<file path="config.mk">
export PLATFORM = sky130hd
export DESIGN_NAME = dual_class_intc
export DESIGN_NICKNAME = d
export VERILOG_FILES = /design/src/rtl/intc_pkg.sv /design/src/rtl/intc_sync.sv /design/src/rtl/intc_regs.sv /design/src/rtl/intc_steer.sv /design/src/rtl/dual_class_intc.sv
export SDC_FILE = /design/constraint.sdc
export NUM_CORES = 1
export LEC_CHECK = 0
export BUFFER_PORTS_ARGS = -buffer_cell sky130_fd_sc_hd__clkbuf_2
export CAP_MARGIN = 20
export CORE_MARGIN = 4
export CORE_UTILIZATION = 55
export CTS_CLUSTER_DIAMETER = 200
export DETAILED_ROUTE_END_ITERATION = 16
export HOLD_SLACK_MARGIN = 0.15
export PLACE_DENSITY = 0.79
export SYNTH_ARGS = -nofsm -noshare
export SYNTH_HDL_FRONTEND = slang
export SYNTH_SLANG_ARGS = --single-unit
export TNS_END_PERCENT = 20
</file>
<file path="constraint.sdc">
create_clock -name clk -period 3.4 [get_ports clk]
set_input_delay 0.17 -clock clk [delete_from_list [all_inputs] [get_ports clk]]
set_output_delay 0.17 -clock clk [all_outputs]
set_load 0.02 [all_outputs]
</file>
<file path="src/rtl/intc_pkg.sv">
package intc_pkg;
  localparam int ADDR_W = 5;
  localparam logic [ADDR_W-1:0] OFS_RAW  = 5'h00;
  localparam logic [ADDR_W-1:0] OFS_EN   = 5'h04;
  localparam logic [ADDR_W-1:0] OFS_SEL  = 5'h08;
  localparam logic [ADDR_W-1:0] OFS_NORM = 5'h0C;
  localparam logic [ADDR_W-1:0] OFS_FAST = 5'h10;
endpackage

</file>
<file path="src/rtl/intc_sync.sv">
module intc_sync #(
  parameter int W      = 32,
  parameter int STAGES = 2
) (
  input  logic         clk,
  input  logic         rst_n,
  input  logic [W-1:0] din,
  output logic [W-1:0] dout
);
  logic [W-1:0] stg [STAGES];

  always_ff @(posedge clk or negedge rst_n) begin
    if (!rst_n) begin
      for (int i = 0; i < STAGES; i++) stg[i] <= '0;
    end else begin
      stg[0] <= din;
      for (int i = 1; i < STAGES; i++) stg[i] <= stg[i-1];
    end
  end

  assign dout = stg[STAGES-1];
endmodule

</file>
<file path="src/rtl/intc_regs.sv">
module intc_regs
  import intc_pkg::*;
#(
  parameter int W = 32
) (
  input  logic              clk,
  input  logic              rst_n,
  input  logic              bus_wr,
  input  logic [ADDR_W-1:0] bus_addr,
  input  logic [W-1:0]      bus_wdata,
  output logic [W-1:0]      en_q,
  output logic [W-1:0]      sel_q
);
  logic wr_en, wr_sel;
  assign wr_en  = bus_wr && (bus_addr == OFS_EN);
  assign wr_sel = bus_wr && (bus_addr == OFS_SEL);

  always_ff @(posedge clk or negedge rst_n) begin
    if (!rst_n) begin
      en_q  <= '0;
      sel_q <= '0;
    end else begin
      if (wr_en)  en_q  <= bus_wdata;
      if (wr_sel) sel_q <= bus_wdata;
    end
  end
endmodule

</file>
<file path="src/rtl/intc_steer.sv">
module intc_steer #(
  parameter int W = 32
) (
  input  logic         clk,
  input  logic         rst_n,
  input  logic [W-1:0] req_sync,
  input  logic [W-1:0] en_q,
  input  logic [W-1:0] sel_q,
  output logic [W-1:0] fast_vec,
  output logic [W-1:0] norm_vec,
  output logic         fast_o,
  output logic         norm_o
);
  logic [W-1:0] live;
  assign live     = req_sync & en_q;
  assign fast_vec = live & sel_q;
  assign norm_vec = live & ~sel_q;

  always_ff @(posedge clk or negedge rst_n) begin
    if (!rst_n) begin
      fast_o <= 1'b0;
      norm_o <= 1'b0;
    end else begin
      fast_o <= |fast_vec;
      norm_o <= |norm_vec;
    end
  end
endmodule

</file>
<file path="src/rtl/dual_class_intc.sv">
module dual_class_intc
  import intc_pkg::*;
#(
  parameter int NUM_SRC     = 32,
  parameter int SYNC_STAGES = 2
) (
  input  logic                clk,
  input  logic                rst_n,
  input  logic [NUM_SRC-1:0]  req_i,
  input  logic                bus_wr,
  input  logic [ADDR_W-1:0]   bus_addr,
  input  logic [NUM_SRC-1:0]  bus_wdata,
  output logic [NUM_SRC-1:0]  bus_rdata,
  output logic                fiq_o,
  output logic                irq_o
);
  logic [NUM_SRC-1:0] req_sync, en_q, sel_q, fast_vec, norm_vec;

  intc_sync #(.W(NUM_SRC), .STAGES(SYNC_STAGES)) u_sync (
    .clk(clk), .rst_n(rst_n), .din(req_i), .dout(req_sync)
  );

  intc_regs #(.W(NUM_SRC)) u_regs (
    .clk(clk), .rst_n(rst_n), .bus_wr(bus_wr), .bus_addr(bus_addr),
    .bus_wdata(bus_wdata), .en_q(en_q), .sel_q(sel_q)
  );

  intc_steer #(.W(NUM_SRC)) u_steer (
    .clk(clk), .rst_n(rst_n), .req_sync(req_sync), .en_q(en_q), .sel_q(sel_q),
    .fast_vec(fast_vec), .norm_vec(norm_vec), .fast_o(fiq_o), .norm_o(irq_o)
  );

  always_comb begin
    case (bus_addr)
      OFS_RAW:  bus_rdata = req_sync;
      OFS_EN:   bus_rdata = en_q;
      OFS_SEL:  bus_rdata = sel_q;
      OFS_NORM: bus_rdata = norm_vec;
      OFS_FAST: bus_rdata = fast_vec;
      default:  bus_rdata = '0;
    endcase
  end
endmodule

</file>
==> results of run 1 <==
-- cell type report --
class / instances / area share, %
Sequential cell: 130 / 41.2
Multi-Input combinational cell: 361 / 32.7
Timing Repair Buffer: 179 / 16.0
Clock buffer: 20 / 5.65
Clock inverter: 11 / 2.22
Tap cell: 136 / 2.16
Inverter: 1 / 0.0476
-- worst register-to-register path: stages (launching register included) --
cell	delay (ns)
dfrtp_1	0.42
and3b_1	0.23
or4_1	0.52
nor4_1	0.38
nand4_1	0.18
-- stage by stage --
stage               total power, uW  setup WS (ns)  util (%)
floorplan                      2340           1.69         -
global placement               2530           1.05      63.5
detailed placement             2580          0.964      63.5
CTS                            4560           1.31      75.7
global route                   4740           1.04      75.7
finish                         4570           1.20      75.7
-- path summary, 6_finish.rpt --
check / from / end / cells past startpoint
max in group asynchronous: rst_n / u_sync.dout[24] / 3
hold reg to reg: u_sync.stg[36] / u_sync.dout[4] / 0
setup / recovery: bus_addr[2] / bus_rdata[25] / 7
setup reg to reg: u_regs.en_q[5] / u_steer.norm_o / 4
hold / removal: rst_n / u_regs.en_q[7] / 2
min in group clk: bus_wr / u_regs.en_q[16] / 3
-- cells by family (layout without fill, tap and decap cells) --
family          after synthesis  count (layout)  synth area share [%]
compound gates              100             100                  11.2
buf+inv                      24             211                  1.95
flops                       130             130                  54.6
mux                          83              83                  17.2
simple gates                178             178                  15.0
-- cells in the final DEF (no fill, tap or decap), types with 4 or more instances in the layout --
cell type        n
a22o_1          13
a31oi_1         12
a32oi_1         18
and3b_1          4
buf_4            9
bufinv_16        4
clkbuf_16       16
clkbuf_2       104
dfrtp_1        130
dlygate4sd3_1   65
mux2_2          34
mux2_4          30
mux2i_1         19
nand2_1         80
nand3_1         35
nand3b_1         6
nand4_1         10
nor2_1          18
nor3b_1         12
nor4_1           5
o21ai_0         39
o22ai_1         10
o31ai_1          4
-- layer usage --
| layer | part of all wire, % | vias up |
|---|---|---|
| met1 | 41 | 2431 |
| met3 | 8.4 | 61 |
| met4 | 3.8 | 0 |
| met2 | 47 | 306 |
| met5 | 0 | - |
| li1 | - | 2264 |
-- power groups by stage --
stage	clock, uW	combinational [uW]	sequential (uW)
after floorplan	0	403	1940
after global placement	0	570	1960
after detailed placement	0	595	1990
after CTS	1940	658	1960
after global routing	2010	721	2000
final	1930	667	1980
-- state kept, by name, indices dropped and copies added (netlist names) --
name            flops
u_regs.en_q        32
u_regs.sel_q       32
u_steer.fast_o      1
u_steer.norm_o      1
u_sync.dout        32
u_sync.stg         32
-- repair_timing --
item / 4_1_cts / 5_1_grt
hold endpoints to repair: 152 / 0
endpoints found under the setup margin: 0 / 0
hold buffers: 65 / 0
==> run_results.csv, run 1 <==
group,metric,value,unit
status,status,"finished, final reports clean",
setup_path,cpMostUsedCell,"clkbuf_2",
clock_network,insertion_delay,0.53,ns
global_routing,globalRouteMet3Util,6.36,%
finish,fill_cells,660,
drt,detail-route-antenna-nets,0,
clock_network,cts.clk_slew.worst_paths,0.05,ns
place,port_buffers,105,
power,p_seq_share,43.2,%
drt,drt-initial-drc-count,473,
sta,tns,0,ns
clock_network,clock_sinks,130,
clock_network,clockBufferDepth,2,
floorplan,die_x,112,um
setup_path,crit_required,3.23,ns
finish,seq_area,3250,um2
synthesis,synth_seq_area_share,54.6,%
synthesis,yosys_warnings,0,
clock_network,cts_setup_buffers,0,
sta,fin_crit,2.20,ns
synthesis,synth_ff_type,"dfrtp_1",
finish,instances_no_fill,838,
drt,vias,5062,
floorplan,placementRows,37,
sta,setup_viol,0,
synthesis,syn_inst,515,
drt,vias_per_cell,6.04,
sta,rsz0062_at_grt,"false",
place,place_congestion,0.840,
finish,multi_input_comb_area,2580,um2
synthesis,synth.distinct_cells,34,
drt,drt_wl_total,16.5,mm
floorplan,die_h,112,um
place,dpl_cell_area,6620,um2
run,max-cap-violations,0,
finish,drive_above_1_share,30.3,%
floorplan,io-pin-count,106,
global_routing,grt-busiest-layer,"met2",
sta,maxSlewViolCount,0,
floorplan,core-area,10400,um2
drt,wl_per_cell,19.7,um
setup_path,slowest_delay,0.40,ns
sta,finalCritPeriodShare,64.6,%
global_routing,first_global_vias,5066,
sta,slew_headroom,41.3,%
synthesis,synth-edff-count,0,
clock_network,tritoncts,"done",
synthesis,synth.largest_area_cell,"dfrtp_1",
place,placedCellCount,742,
floorplan,start_util,57.2,%
sta,clock.fmax,0.455,GHz
power,switching_share,27.1,%
min_path,min_path_type,"in2async",
setup_path,crit_type,"in2out",
setup_path,endpoint_kind,"output pin",
synthesis,synth.avg_cell_area,11.6,um2
sta,finClkSkew,0.0111,ns
synthesis,netlist_area,5950,um2
setup_path,path_delay_family,"simple AND/OR/NAND/NOR gates",
drt,firstDrtPassIters,6,
finish,fin_nets,762,
setup_path,start_kind,"input pin",
global_routing,grt_overflow_total,0,
global_routing,grt_usage,26.8,%
finish,stdcell_area,7890,um2
setup_path,path_max_fanout,39,
setup_path,crit_slowest_cell,"o21ai_0",
setup_path,cp.arrival,2.03,ns
power,power-per-cell-area,580,nW/um2
synthesis,synth-seq-cells,130,
power,power.internal,3330,uW
clock_network,ctsHtreeMaxLevel,4,
synthesis,async_reset_ff_share,100,%
setup_path,path_buf_inv,3,
clock_network,cts-buffers-inserted,17,
global_routing,grt_pass1_wl,26.4,mm
synthesis,yosysMostFrequentCell,"dfrtp_1",
power,static-leakage-power,0.00373,uW
power,comb_power_share,14.6,%
clock_network,cts-root-buf,"clkbuf_8",
power,vdd_drop_max,0.000488,V
place,place_hpwl,10.4,mm
synthesis,synth_top_area_share,54.6,%
finish,syn2layout_area_growth,32.5,%
synthesis,synthesis.nets,587,
finish,n_antenna_cell,0,
synthesis,netlist_top_cells_count,"dfrtp_1, nand2_1, o21ai_0, nand3_1, mux2_2",
power,switchingPower,1240,uW
setup_path,r2r_slack,1.51,ns
global_routing,grt_use_met2,42.8,%
power,p_clk_share,42.2,%
global_routing,antenna_found_initial,0,
global_routing,grt_max_degree,75,
sta,worstMarginPinSlew,0.879,ns
setup_path,crit_chain,"clkbuf_2, buf_4, nor4_4, nand2_1, o21ai_0, a22o_1, clkbuf_2",
sta,final_hold_viol_count,0,
floorplan,dieArea,12600,um2
sta,holdWs,0.226,ns
global_routing,grtUsageMet1,35.1,%
drt,drc_errors,0,
synthesis,synth.area.top_cells,"dfrtp_1, mux2_4, mux2_2, nand2_1, o21ai_0",
clock_network,cts_resized,0,
(Power assumes the default switching activity.)
==> inputs of run 2 (changes only) <==
- CORE_UTILIZATION: 55 -> 50
- PLACE_DENSITY: 0.79 -> 0.75
- clock period: 3.4 -> 1.95 ns (I/O delays scaled with it)
==> run_results.csv, run 2 (synthesized netlist as in run 1, its figures left out) <==
group,metric,value,unit
status,status,"finished, final reports clean",
power,power.internal,5890,uW
global_routing,first_global_vias,5042,
setup_path,slowest_delay,0.52,ns
power,switching_share,27.1,%
sta,maxSlewViolCount,0,
run,max-cap-violations,0,
setup_path,crit_chain,"and3b_1, or4_1, nor4_1, nand4_1",
setup_path,start_kind,"flop",
drt,vias_per_cell,5.96,
sta,rsz0062_at_grt,"false",
finish,layout_common_cells,"dfrtp_1, clkbuf_2, nand2_1",
sta,clock.fmax,0.541,GHz
global_routing,grt_pass1_wl,26.6,mm
drt,drt_wl_total,16.9,mm
setup_path,path_max_fanout,5,
sta,fin_crit,1.85,ns
drt,drt-initial-drc-count,557,
sta,slew_headroom,56.3,%
finish,syn2layout_area_growth,34.1,%
sta,setup_viol,0,
setup_path,endpoint_kind,"flop",
clock_network,cts-buffers-inserted,17,
floorplan,placementRows,39,
drt,wl_per_cell,19.8,um
power,power-per-cell-area,1010,nW/um2
setup_path,path_buf_inv,0,
power,p_clk_share,42.6,%
power,p_seq_share,42.8,%
sta,finClkSkew,0.0102,ns
floorplan,die_h,117,um
setup_path,cp.arrival,2.13,ns
setup_path,crit_required,2.23,ns
place,place_congestion,0.918,
drt,drc_errors,0,
power,comb_power_share,14.6,%
floorplan,die_x,117,um
sta,finalCritPeriodShare,94.8,%
sta,final_hold_viol_count,0,
drt,firstDrtPassIters,5,
clock_network,ctsHtreeMaxLevel,4,
place,place_hpwl,11.1,mm
clock_network,clock_sinks,130,
clock_network,clockBufferDepth,2,
sta,tns,0,ns
finish,drive_above_1_share,31.0,%
global_routing,grt_overflow_total,0,
floorplan,core-area,11500,um2
floorplan,start_util,51.7,%
sta,worstMarginPinSlew,0.655,ns
drt,vias,5081,
global_routing,antenna_found_initial,0,
drt,detail-route-antenna-nets,0,
power,switchingPower,2180,uW
floorplan,dieArea,13700,um2
clock_network,tritoncts,"done",
clock_network,cts.clk_slew.worst_paths,0.06,ns
clock_network,cts-root-buf,"clkbuf_16",
clock_network,insertion_delay,0.43,ns
place,placedCellCount,755,
finish,n_antenna_cell,0,
setup_path,path_delay_family,"simple AND/OR/NAND/NOR gates",
global_routing,grt_max_degree,53,
global_routing,grt_usage,26.0,%
power,static-leakage-power,0.00377,uW
power,vdd_drop_max,0.000736,V
floorplan,io-pin-count,106,
setup_path,crit_slowest_cell,"or4_1",
setup_path,crit_type,"reg2reg",
min_path,min_path_type,"in2async",
clock_network,cts_setup_buffers,0,
finish,instances_no_fill,852,
clock_network,cts_resized,0,
finish,final_common_cell,"dfrtp_1",
place,port_buffers,105,
finish,fin_nets,768,
[run 2: area by class of cell]
cell class	instances	area, um2
Clock inverter	12	180
Clock buffer	20	457
Fill cell	817	3530
Tap cell	143	179
Multi-Input combinational cell	361	2580
Inverter	1	3.75
Sequential cell	130	3250
Timing Repair Buffer	185	1330
[run 2: stage by stage]
stage          power [uW]  util, %  hold WS, ns  worst slack, ns  instance area (um2)
4_1_cts              8060     69.3        0.155            0.125                 7990
3_3_place_gp         4450     58.2       0.0628            0.197                 6700
5_1_grt              8410     69.3        0.199           0.0246                 7990
6_report             8070     69.3        0.152            0.101                 7990
3_5_place_dp         4530     58.2       0.0722            0.181                 6700
2_1_floorplan        4080        -       -0.198            0.381                 5950
[run 2: per-layer routing]
| metal | global-route usage (%) | vias up | wire length [um] |
|---|---|---|---|
| li1 | - | 2269 | - |
| met2 | 41.2 | 242 | 8270 |
| met1 | 33.7 | 2529 | 6920 |
| met3 | 7.81 | 41 | 1230 |
| met4 | 10.3 | 0 | 466 |
| met5 | 0 | - | 0 |
[run 2: worst paths after layout]
path / startpoint / end / slack, ns / cells after the start
setup / recovery: u_regs.sel_q[5] / u_steer.norm_o / 0.10 / 4
hold / removal: rst_n / u_sync.stg[63] / 0.15 / 2
setup reg to reg: u_regs.sel_q[5] / u_steer.norm_o / 0.10 / 4
hold reg to reg: u_sync.stg[60] / u_sync.dout[28] / 0.34 / 0
max in group asynchronous: rst_n / u_regs.sel_q[29] / 1.16 / 3
min in group clk: req_i[6] / u_sync.stg[38] / 0.31 / 2
[run 2: repair_timing]
item                                    CTS  global route
endpoints found under the setup margin    0             0
endpoints found under the hold margin   226             0
hold buffers                             65             0
[run 2: power by group through the flow]
stage          Sequential (uW)  Combinational [uW]  Clock (uW)
2_1_floorplan             3380                 702           0
3_3_place_gp              3440                1010           0
3_5_place_dp              3470                1060           0
4_1_cts                   3430                1170        3450
5_1_grt                   3500                1290        3620
6_report                  3450                1180        3440
